<file path="config.mk">
export PLATFORM = sky130hd
export DESIGN_NAME = vt_status_regs
export DESIGN_NICKNAME = d
export VERILOG_FILES = /design/src/rtl/vt_regs_pkg.sv /design/src/rtl/vt_event_flag.sv /design/src/rtl/vt_hv_decode.sv /design/src/rtl/vt_cmp_reg.sv /design/src/rtl/vt_status_regs.sv
export SDC_FILE = /design/constraint.sdc
export NUM_CORES = 1
export LEC_CHECK = 0
export BUFFER_PORTS_ARGS = -buffer_cell sky130_fd_sc_hd__buf_2
export CORE_MARGIN = 2
export CORE_UTILIZATION = 43
export CTS_CLUSTER_SIZE = 8
export DETAILED_ROUTE_END_ITERATION = 10
export PLACE_DENSITY = 0.86
export SYNTH_ARGS = -nofsm -noshare
export SYNTH_HDL_FRONTEND = slang
export SYNTH_SLANG_ARGS = --single-unit
</file>
<file path="constraint.sdc">
create_clock -name clk -period 2.5 [get_ports clk]
set_input_delay 0.25 -clock clk [delete_from_list [all_inputs] [get_ports clk]]
set_output_delay 0.25 -clock clk [all_outputs]
set_load 0.005 [all_outputs]
</file>
<file path="src/rtl/vt_regs_pkg.sv">
package vt_regs_pkg;
  typedef enum logic [2:0] {
    SEL_HVSTAT  = 3'd0,
    SEL_NMISTAT = 3'd1,
    SEL_TMSTAT  = 3'd2,
    SEL_HCMP_LO = 3'd3,
    SEL_HCMP_HI = 3'd4,
    SEL_VCMP_LO = 3'd5,
    SEL_VCMP_HI = 3'd6,
    SEL_NONE    = 3'd7
  } reg_sel_e;
endpackage

</file>
<file path="src/rtl/vt_event_flag.sv">
module vt_event_flag (
  input  logic clk,
  input  logic rst,
  input  logic set_i,
  input  logic ack_i,
  output logic flag_o
);
  always_ff @(posedge clk) begin
    if (rst)        flag_o <= 1'b0;
    else if (set_i) flag_o <= 1'b1;
    else if (ack_i) flag_o <= 1'b0;
  end

  AST_FLAG_SETS: assert property (@(posedge clk) disable iff (rst)
    set_i |=> flag_o);
  AST_FLAG_ACK_CLEARS: assert property (@(posedge clk) disable iff (rst)
    (ack_i && !set_i) |=> !flag_o);
endmodule

</file>
<file path="src/rtl/vt_hv_decode.sv">
module vt_hv_decode #(
  parameter int HPOS_W  = 11,
  parameter int VPOS_W  = 9,
  parameter int HBL_END = 2,
  parameter int HBL_BEG = 1096
) (
  input  logic [HPOS_W-1:0] hpos,
  input  logic [VPOS_W-1:0] vpos,
  input  logic [VPOS_W-1:0] disp_height,
  input  logic              poll_busy,
  input  logic [7:0]        bus_in,
  output logic [7:0]        status
);
  localparam logic [HPOS_W-1:0] H_END = HPOS_W'(HBL_END);
  localparam logic [HPOS_W-1:0] H_BEG = HPOS_W'(HBL_BEG);

  logic in_hblank, in_vblank;
  always_comb begin
    in_hblank = (hpos <= H_END) || (hpos >= H_BEG);
    in_vblank = (vpos >= disp_height);
    status    = {in_vblank, in_hblank, bus_in[5:1], poll_busy};
  end
endmodule

</file>
<file path="src/rtl/vt_cmp_reg.sv">
module vt_cmp_reg #(
  parameter int VAL_W  = 9,
  parameter bit SCALED = 1'b0,
  parameter int OUT_W  = SCALED ? VAL_W + 3 : VAL_W
) (
  input  logic             clk,
  input  logic             rst,
  input  logic             wr_lo,
  input  logic             wr_hi,
  input  logic [7:0]       data,
  output logic [OUT_W-1:0] value
);
  localparam logic [VAL_W-1:0] RST_POS = '1;

  logic [VAL_W-1:0] pos_cur, pos_nxt;

  always_comb begin
    pos_nxt = pos_cur;
    if (wr_lo) pos_nxt[7:0] = data;
    if (wr_hi) pos_nxt[VAL_W-1:8] = data[VAL_W-9:0];
  end

  generate
    if (SCALED) begin : g_scaled
      localparam int ENC_W = VAL_W + 1;
      logic [ENC_W-1:0] enc_q;
      logic [ENC_W-1:0] dec_tmp;
      always_comb begin
        dec_tmp = enc_q - ENC_W'(1);
        pos_cur = dec_tmp[VAL_W-1:0];
      end
      always_ff @(posedge clk) begin
        if (rst)                enc_q <= {1'b0, RST_POS} + ENC_W'(1);
        else if (wr_lo || wr_hi) enc_q <= {1'b0, pos_nxt} + ENC_W'(1);
      end
      assign value = {enc_q, 2'b00};
    end else begin : g_raw
      logic [VAL_W-1:0] raw_q;
      assign pos_cur = raw_q;
      always_ff @(posedge clk) begin
        if (rst)                raw_q <= RST_POS;
        else if (wr_lo || wr_hi) raw_q <= pos_nxt;
      end
      assign value = raw_q;
    end
  endgenerate

  AST_CMP_HOLD: assert property (@(posedge clk) disable iff (rst)
    (!wr_lo && !wr_hi) |=> $stable(value));
  AST_CMP_LO_TAKES: assert property (@(posedge clk) disable iff (rst)
    wr_lo |=> (pos_cur[7:0] == $past(data)));
endmodule

</file>
<file path="src/rtl/vt_status_regs.sv">
module vt_status_regs #(
  parameter int HPOS_W  = 11,
  parameter int VPOS_W  = 9,
  parameter int CMP_W   = 9,
  parameter int HBL_END = 2,
  parameter int HBL_BEG = 1096,
  parameter logic [3:0] VERSION = 4'd2
) (
  input  logic                clk,
  input  logic                rst,
  input  logic                rd_en,
  input  logic                wr_en,
  input  logic [2:0]          sel,
  input  logic [7:0]          wr_data,
  input  logic [7:0]          bus_in,
  input  logic [HPOS_W-1:0]   hpos,
  input  logic [VPOS_W-1:0]   vpos,
  input  logic [VPOS_W-1:0]   disp_height,
  input  logic                poll_busy,
  input  logic                nmi_set,
  input  logic                timer_set,
  output logic [7:0]          rd_data,
  output logic                nmi_flag,
  output logic                timer_flag,
  output logic [CMP_W+2:0]    hcmp_enc,
  output logic [CMP_W-1:0]    vcmp
);
  import vt_regs_pkg::*;

  reg_sel_e   sel_e;
  logic [7:0] hv_byte, rd_mux;
  logic       ack_nmi, ack_tm;

  assign sel_e   = reg_sel_e'(sel);
  assign ack_nmi = rd_en && (sel_e == SEL_NMISTAT);
  assign ack_tm  = rd_en && (sel_e == SEL_TMSTAT);

  vt_hv_decode #(
    .HPOS_W(HPOS_W), .VPOS_W(VPOS_W), .HBL_END(HBL_END), .HBL_BEG(HBL_BEG)
  ) u_hv (
    .hpos(hpos), .vpos(vpos), .disp_height(disp_height),
    .poll_busy(poll_busy), .bus_in(bus_in), .status(hv_byte)
  );

  vt_event_flag u_nmi (
    .clk(clk), .rst(rst), .set_i(nmi_set), .ack_i(ack_nmi), .flag_o(nmi_flag)
  );
  vt_event_flag u_tm (
    .clk(clk), .rst(rst), .set_i(timer_set), .ack_i(ack_tm), .flag_o(timer_flag)
  );

  vt_cmp_reg #(.VAL_W(CMP_W), .SCALED(1'b1)) u_hcmp (
    .clk(clk), .rst(rst),
    .wr_lo(wr_en && (sel_e == SEL_HCMP_LO)),
    .wr_hi(wr_en && (sel_e == SEL_HCMP_HI)),
    .data(wr_data), .value(hcmp_enc)
  );
  vt_cmp_reg #(.VAL_W(CMP_W), .SCALED(1'b0)) u_vcmp (
    .clk(clk), .rst(rst),
    .wr_lo(wr_en && (sel_e == SEL_VCMP_LO)),
    .wr_hi(wr_en && (sel_e == SEL_VCMP_HI)),
    .data(wr_data), .value(vcmp)
  );

  always_comb begin
    unique case (sel_e)
      SEL_HVSTAT:  rd_mux = hv_byte;
      SEL_NMISTAT: rd_mux = {nmi_flag, bus_in[6:4], VERSION};
      SEL_TMSTAT:  rd_mux = {timer_flag, bus_in[6:0]};
      default:     rd_mux = bus_in;
    endcase
  end

  always_ff @(posedge clk) begin
    if (rst)        rd_data <= 8'h00;
    else if (rd_en) rd_data <= rd_mux;
  end

  AST_RD_HOLD: assert property (@(posedge clk) disable iff (rst)
    !rd_en |=> $stable(rd_data));
  AST_HV_OPEN_BUS: assert property (@(posedge clk) disable iff (rst)
    (rd_en && sel == 3'd0) |=> (rd_data[5:1] == $past(bus_in[5:1]) && rd_data[0] == $past(poll_busy)));
  AST_NMI_VERSION: assert property (@(posedge clk) disable iff (rst)
    (rd_en && sel == 3'd1) |=> (rd_data[3:0] == VERSION && rd_data[7] == $past(nmi_flag)));
  AST_TM_LAYOUT: assert property (@(posedge clk) disable iff (rst)
    (rd_en && sel == 3'd2) |=> (rd_data == {$past(timer_flag), $past(bus_in[6:0])}));
  AST_VBL_DECODE: assert property (@(posedge clk) disable iff (rst)
    (rd_en && sel == 3'd0) |=> (rd_data[7] == ($past(vpos) >= $past(disp_height))));
  AST_HCMP_ALIGNED: assert property (@(posedge clk) disable iff (rst)
    (wr_en && sel == 3'd4) |=> (hcmp_enc[1:0] == 2'b00));
endmodule

</file>
After elaboration in Yosys (flattened, before gate mapping)
Index checks and enable logic that the tools add are counted.

operators by class
  $add $sub $neg = 2
  $lt $le $gt $ge = 3
  equal/unequal tests = 6
  muxes and demuxes = 7
  reductions and logical operators = 14

operators by type and width
  kind                    count
  $pmux W8 S3             1
  $ge A11 B11 Y1 const B  1
  $le A11 B2 Y1 const B   1
  $add A9 B1 Y10 const B  1
  $eq A3 B3 Y1 const B    3
  $ge A9 B9 Y1            1
  $sub A9 B1 Y9 const B   1
  $mux W8                 1
  $eq A3 B2 Y1 const B    2
  $logic_and A1 B1 Y1     6
  $mux W1                 5
  $reduce_and A2 Y1       2
  $reduce_bool A2 Y1      2
  $eq A3 B1 Y1 const B    1
  $logic_not A3 Y1        1
  $logic_or A1 B1 Y1      3

word-level totals
  register bits after elaboration = 29
  bits of input ports = 55
  output and inout port bits = 31

Depth between registers and ports, before layout
Gate-level depths: netlist (run 1).

  word-level depth = 4
  depth in mapped cells = 10
  mapped depth without buffers = 8

By module
A second synthesis (run 1) with hierarchy kept.

second synthesis, totals
  cell total of the unflattened synthesis = 252
  area, all modules = 2,088.3 µm²

by module, submodules not included
  module               instances  cells an instance  area an instance (µm²)
  vt_cmp_reg (u_hcmp)  1          109                830.8
  vt_status_regs       1          61                 509.2
  vt_cmp_reg (u_vcmp)  1          29                 337.8
  vt_hv_decode         1          45                 332.8
  vt_event_flag        2          4                  38.8

Least setup slack after synthesis (run 1)
No wires, ideal clock.

  path type = reg2reg
  start point = reg u_hcmp.g_scaled.enc_q[0]
  end point = reg u_hcmp.g_scaled.enc_q[8]
  arrival = 2.365 ns
  required time = 2.412 ns
  slack = 0.047 ns
  cell stages (with the launch flop) = 9
  path buffers = 0
  clock period less this slack = 2.453 ns
  cells stage by stage = dfxtp_1 -> inv_1 -> ha_1 -> or4b_2 -> nor2_1 -> xor2_1 -> a22oi_1 -> or3_1 -> a311oi_2

on the way
  cells in the longest elaborated chain, start to end = 3

ends and longest elaborated chain
  element                                    RTL line                            RTL
  start: declaration                         vt_cmp_reg.sv:26                    logic [ENC_W-1:0] enc_q;
  start signal: assignment                   vt_cmp_reg.sv:33                    if (rst) enc_q <= {1'b0, RST_POS} + ENC_W'(1);
  start signal: assignment                   vt_cmp_reg.sv:34                    else if (wr_lo || wr_hi) enc_q <= {1'b0, pos_nxt} + ENC_W'(1);
  $sub A9 B1 Y9 *                            vt_cmp_reg.sv:29                    dec_tmp = enc_q - ENC_W'(1);
  $mux W8 / $mux W1 (equally long branches)  vt_cmp_reg.sv:19, vt_cmp_reg.sv:20
  $add A9 B1 Y10 *                           vt_cmp_reg.sv:34

Every way passes the cells marked *; elsewhere a longest branch is shown, timed or not.
A chain may end at the register's enable or synchronous reset.

Worst setup path after layout (run 1)
  start point = reg u_hcmp.g_scaled.enc_q[3]
  end point = reg u_hcmp.g_scaled.enc_q[8]

Same word-level chain as after synthesis.

==> results of run 1 <==
-- how the worst min path moves through the flow --
stage / from / endpoint / slack [ps] / cells after the start
2_1_floorplan: nmi_set / u_nmi.flag_o$_SDFFE_PP0P_ / 370 / 2
3_3_place_gp: u_vcmp.value[8]$_SDFFE_PP1P_ / u_vcmp.value[8]$_SDFFE_PP1P_ / 440 / 1
3_5_place_dp: u_vcmp.value[7]$_SDFFE_PP1P_ / u_vcmp.value[7]$_SDFFE_PP1P_ / 450 / 2
4_1_cts: nmi_set / u_nmi.flag_o$_SDFFE_PP0P_ / 190 / 3
5_1_grt: nmi_set / u_nmi.flag_o$_SDFFE_PP0P_ / 200 / 3
6_report: nmi_set / u_nmi.flag_o$_SDFFE_PP0P_ / 190 / 3
-- flip-flops by register name (all words and copies together), names as in the netlist --
register,flops
u_hcmp.g_scaled.enc_q,10
u_vcmp.value,9
rd_data,8
u_nmi.flag_o,1
u_tm.flag_o,1
-- logic make-up (layout without fill, tap and decap cells) --
group | count (synthesis) | in the layout
adder cells (fa/ha/maj) | 11 | 11
XOR/XNOR | 12 | 12
AO/OA/AOI/OAI | 48 | 48
multiplexers | 6 | 6
buffers and inverters | 29 | 110
flip-flops | 29 | 29
AND/OR/NAND/NOR | 120 | 120
other | 1 | 2
-- per-layer routing --
layer | up-vias | share of wire [%] | track usage (%)
met1 | 959 | 44 | 26.2
li1 | 1046 | - | -
met5 | - | 0 | 0
met2 | 67 | 48 | 35.5
met3 | 13 | 4.8 | 2.81
met4 | 0 | 2.8 | 10.5
-- area by class of cell --
cell class	count	area, sq um	area share (%)
Inverter	14	52.6	2.07
Clock inverter	1	30.0	1.18
Multi-Input combinational cell	199	1270	50.0
Timing Repair Buffer	88	453	17.9
Sequential cell	29	582	23.0
Clock buffer	7	86.3	3.41
Tap cell	52	65.1	2.57
-- cell usage after synthesis, types with 2 or more instances --
master and n:
a21oi_1 14, buf_6 2, nor2b_1 3, o21ai_0 10
o31ai_1 2, ha_1 11, a21o_1 4, and2_2 2
buf_4 2, nor2_1 28, o211ai_1 2, nor4_1 3
nor3_1 6, nand2_1 37, nand2b_1 4, a211oi_1 4
xor2_1 5, nand3b_1 12, or4_1 2, or3_1 2
nand3_1 12, clkbuf_1 9, dfxtp_1 29, mux2i_1 6
and3_1 2, xnor2_1 7, inv_1 14
-- cell usage in the layout (no fill, tap or decap), types with 6 or more instances in the layout --
| cell | netlist | layout |
|---|---|---|
| inv_1 | 14 | 14 |
| buf_2 | 0 | 83 |
| nand3_1 | 12 | 12 |
| nand3b_1 | 12 | 12 |
| clkbuf_8 | 1 | 6 |
| mux2i_1 | 6 | 6 |
| nor2_1 | 28 | 28 |
| nand2_1 | 37 | 37 |
| ha_1 | 11 | 11 |
| a21oi_1 | 14 | 14 |
| nor3_1 | 6 | 6 |
| o21ai_0 | 10 | 10 |
| xnor2_1 | 7 | 7 |
| dfxtp_1 | 29 | 28 |
-- timing repair --
item	4_1_cts	5_1_grt
endpoints found under the setup margin	0	1
buffers inserted	0	0
hold buffers	0	0
gates resized for setup	0	5
-- power by group --
| part | internal, uW | leakage [uW] | switching, uW |
|---|---|---|---|
| Clock | 324 | 0.0000585 | 173 |
| Combinational | 174 | 0.000949 | 181 |
| Sequential | 487 | 0.000238 | 22.3 |
| Total | 985 | 0.00125 | 377 |
-- tightest hold or removal path, cell delays in order --
cell	delay (ps)
buf_2	80
a21oi_1	30
nor2_1	70
-- per-stage QoR --
| step | cells | utilization [%] | setup slack (ps) | hold slack [ps] |
|---|---|---|---|---|
| final | 390 | 57.8 | 118 | 185 |
| after global routing | 390 | 57.8 | 21.6 | 204 |
| after CTS | 390 | 57.3 | 72.5 | 188 |
| after detailed placement | 382 | 54.6 | 97.2 | 448 |
| after global placement | 382 | 54.6 | 162 | 440 |
| after floorplan | 257 | - | 46.9 | 367 |
==> flow_summary.json, run 1 <==
{
  "crit_end": "u_hcmp.g_scaled.enc_q[8]$_SDFFE_PP0P_",
  "cts.clk_slew.worst_paths_ps": 60,
  "fmax_mhz": 420,
  "max_stage_delay_ps": 440,
  "antenna_found_initial": 0,
  "root_buffer": "clkbuf_8",
  "start_kind": "register",
  "hp-class": "input port to register",
  "setup_viol": 0,
  "num_vias": 2085,
  "run_status": "finished clean",
  "avgSynthCellArea_sq_um": 7.66,
  "startpoint": "u_hcmp.g_scaled.enc_q[3]$_SDFFE_PP0P_",
  "r2r_cells": 6,
  "drv_slew": 0,
  "crit_arrival_ps": 2570,
  "post_dp_cell_area_sq_um": 2390,
  "post_drt_wl_per_cell_um": 13.1,
  "overflow": 0,
  "synth_area_sq_um": 1960,
  "yosysTopAreaCellShare_pct": 29.6,
  "synth_xor_area_share_pct": 5.36,
  "rrSetupSlack_ps": 120,
  "ctsHtreeMaxLevel": 2,
  "row_count": 24,
  "ys_warn_count": 0,
  "worstPathRequired_ps": 2690,
  "drive_gt1_share_pct": 31.1,
  "vias_per_cell": 5.35,
  "path_class": "register to register",
  "ys_seq_area_share_pct": 29.6,
  "io_pins": 86,
  "diodes": 0,
  "cellPowerDensity_nw_per_um2": 537,
  "numPortBuffers": 83,
  "period_minus_slack_ps": 2380,
  "crit_cells": 6,
  "synth_top_family_by_area": "simple AND/OR/NAND/NOR gates",
  "peakVddDrop_v": 0.000230,
  "drcViolationCount": 0,
  "synth_area_leader_cell": "dfxtp_1",
  "synthToLayoutAreaGrowth_pct": 29.2,
  "tns_ps": 0,
  "fillCellCount": 429,
  "synth_flop_cell": "dfxtp_1",
  "crit_slowest_cell": "or4_4",
  "timing.rr.start": "u_hcmp.g_scaled.enc_q[3]$_SDFFE_PP0P_",
  "synth_fa_ha_area_share_pct": 7.02,
  "fin_skew_ps": 8.63,
  "start_util_pct": 44.7,
  "grt_pass1_wl_um": 8590,
  "die_w_um": 71.5,
  "p_leak_uw": 0.00125,
  "die_area_sq_um": 5120,
  "cts.path.max_buffers": 2,
  "r2r_end": "u_hcmp.g_scaled.enc_q[8]$_SDFFE_PP0P_",
  "cts_tree": "done",
  "worstSkewPairLatency_ps": 280,
  "cp_cell_sequence": "or3_4 -> or4_4 -> a211oi_4 -> a22oi_2 -> or3_1 -> a311oi_2",
  "ant_nets": 0,
  "slew_headroom_pct": 64.8,
  "synthSimpleGateAreaFrac_pct": 31.0,
  "synthMuxAreaShare_pct": 3.06,
  "track_usage_pct": 21.0,
  "fin_crit_sh_pct": 95.3,
  "crit_fanout": 8,
  "clock-sinks": 29,
  "synth_compound_area_share_pct": 16.6,
  "endpoint_kind": "register",
  "wirelength_um": 5120,
  "rsz0062_at_grt": "no",
  "synthCells": 256,
  "timing_worst_slew_pin_value_ps": 528,
  "finalNetCount": 403,
  "grt_start_max_net_pins": 32,
  "ys_ff_latch": 29,
  "grt_pass1_vias": 1922,
  "cpLargestDelayFamily": "simple AND/OR/NAND/NOR gates",
  "crit_buf_inv": 0,
  "synth_area_leaders": "dfxtp_1 30%, nand2_1 7.1%, ha_1 7.0%, nor2_1 5.4%, nand3b_1 4.6%",
  "drtIter0Drc": 101,
  "first_pass_iters": 4,
  "synth-edff-count": 0,
  "synth_cell_types": 49,
  "cap_violations": 0,
  "core-area_sq_um": 4380,
  "p_total_uw": 1360,
  "die_h_um": 71.5,
  "fin_area_sq_um": 2530,
  "hold_viol": 0,
  "place_hpwl_um": 4010,
  "gp_congestion": 0.966,
  "cts_made_buffers": 5,
  "synth-async-reset-ratio_pct": 0
}
Note: power is estimated with default switching activity, not from simulation.
==> inputs of run 2 (changes only) <==
- CTS_BUF_LIST: default -> sky130_fd_sc_hd__clkbuf_16
==> run 2 against run 1 <==
Against the previous run: utilization increased by 1.1 points; combinational power about the same; non-clock buffer count unchanged; total power increased by 12%; setup slack improved by 1.5 ps; highest routed layer unchanged; final area increased by 1.8%; worst hold slack improved by 9.6 ps; die area unchanged; sequential share of layout area decreased by 0.41 points; wire length unchanged.
==> flow_summary.json, run 2 (synthesis results as in run 1) <==
{
  "die_area_sq_um": 5120,
  "place_hpwl_um": 4010,
  "first_pass_iters": 4,
  "drv_slew": 0,
  "slew_headroom_pct": 64.5,
  "vias_per_cell": 5.29,
  "cts.clk_slew.worst_paths_ps": 50,
  "final_cell_mix": "83 x buf_2, 37 x nand2_1, 28 x nor2_1, 28 x dfxtp_1, 15 x inv_1",
  "internal_power_uw": 1120,
  "sequentialPowerShare_pct": 33.6,
  "ant_nets": 0,
  "final_cells": 390,
  "grt_pass1_wl_um": 8580,
  "drcViolationCount": 0,
  "layout_commonest_cell": "buf_2",
  "endpoint_kind": "register",
  "cts_made_buffers": 5,
  "hold_ws_ps": 195,
  "timing_worst_slew_pin_value_ps": 533,
  "grt_start_max_net_pins": 32,
  "die_h_um": 71.5,
  "worstSkewPairLatency_ps": 270,
  "drtIter0Drc": 108,
  "crit_fanout": 8,
  "start_util_pct": 44.7,
  "cpLargestDelayFamily": "simple AND/OR/NAND/NOR gates",
  "fin_crit_sh_pct": 95.2,
  "root_buffer": "clkbuf_16",
  "track_usage_pct": 21.1,
  "regArea_sq_um": 582,
  "setup_viol": 0,
  "finalNetCount": 403,
  "overflow": 0,
  "run_status": "finished clean",
  "cap_violations": 0,
  "hp-class": "input port to register",
  "antenna_found_initial": 0,
  "fmax_mhz": 420,
  "peakVddDrop_v": 0.000320,
  "io_pins": 86,
  "worstPathRequired_ps": 2690,
  "placed_cells": 382,
  "cellPowerDensity_nw_per_um2": 589,
  "row_count": 24,
  "comb_power_share_pct": 23.3,
  "diodes": 0,
  "numPortBuffers": 83,
  "post_dp_cell_area_sq_um": 2390,
  "die_w_um": 71.5,
  "largest_register_ffs": 10,
  "hold_viol": 0,
  "switching_share_pct": 26.2,
  "crit_buf_inv": 0,
  "wirelength_um": 5120,
  "gp_congestion": 0.966,
  "max_stage_delay_ps": 440,
  "grt_pass1_vias": 1951,
  "post_drt_wl_per_cell_um": 13.1,
  "fin_area_sq_um": 2580,
  "hold_buffers": 0,
  "path_class": "register to register",
  "synthToLayoutAreaGrowth_pct": 31.6,
  "tns_ps": 0,
  "fin_skew_ps": 5.19,
  "drive_gt1_share_pct": 30.8,
  "core-area_sq_um": 4380,
  "cts_tree": "done",
  "fillCellCount": 417,
  "p_sw_uw": 398,
  "p_leak_uw": 0.00127,
  "num_vias": 2062,
  "start_kind": "register",
  "crit_slowest_cell": "or4_4",
  "clock-sinks": 29,
  "cts.path.max_buffers": 2,
  "cp_cell_sequence": "or3_4 -> or4_4 -> a211oi_4 -> a22oi_2 -> or3_1 -> a311oi_2",
  "ctsHtreeMaxLevel": 2,
  "rsz0062_at_grt": "no",
  "period_minus_slack_ps": 2380,
  "crit_arrival_ps": 2570,
  "regMostFlops": "u_hcmp.g_scaled.enc_q",
  "multiInputGateArea_sq_um": 1270,
  "clkPwrFrac_pct": 43.1
}
[run 2: metrics by stage]
| stage | total power (uW) | util [%] | setup slack, ps |
|---|---|---|---|
| after detailed placement | 857 | 54.6 | 97.2 |
| final | 1520 | 58.9 | 119 |
| after global routing | 1600 | 58.9 | 19.7 |
| after floorplan | 745 | - | 46.9 |
| after global placement | 847 | 54.6 | 162 |
| after CTS | 1520 | 58.3 | 72.6 |
[run 2: final timing paths]
kind / from / endpoint / slack (ps) / cells past startpoint
worst min-delay path: nmi_set / u_nmi.flag_o$_SDFFE_PP0P_ / 190 / 3
worst min register to register: u_vcmp.value[5]$_SDFFE_PP1P_ / u_vcmp.value[5]$_SDFFE_PP1P_ / 460 / 2
worst max-delay path: u_hcmp.g_scaled.enc_q[3]$_SDFFE_PP0P_ / u_hcmp.g_scaled.enc_q[8]$_SDFFE_PP0P_ / 120 / 6
worst max register to register: u_hcmp.g_scaled.enc_q[3]$_SDFFE_PP0P_ / u_hcmp.g_scaled.enc_q[8]$_SDFFE_PP0P_ / 120 / 6
[run 2: cell type report]
cell class	count	area share, %
repair buffers	88	17.5
well taps	52	2.52
clock buffers	5	4.85
clock inverters	3	1.45
inverters	14	2.04
multi-input cells	199	49.1
flip-flops and latches	29	22.5
[run 2: what timing repair did]
action	4_1_cts	5_1_grt
endpoints found under the setup margin	0	1
setup buffers	0	0
resized for setup	0	5
[run 2: worst register-to-register path: stages, from the launching register on]
cell,delay [ps]
dfxtp_1,380
or3_4,410
or4_4,440
a211oi_4,290
a22oi_2,130
or3_1,390
a311oi_2,240
[run 2: power by group through the flow]
stage	sequential (uW)	clock [uW]	combinational [uW]
2_1_floorplan	517	0	228
3_3_place_gp	516	0	331
3_5_place_dp	518	0	339
4_1_cts	509	669	341
5_1_grt	513	690	398
6_report	510	656	354
[run 2: routing by layer]
metal,track usage (%),wire length [um],share of wire [%],vias to the layer above
met3,3.23,213,4.2,13
met5,0,0,0,-
met2,35.6,2480,49,59
met4,11.3,145,2.8,0
li1,-,-,-,1049
met1,25.8,2270,44,941
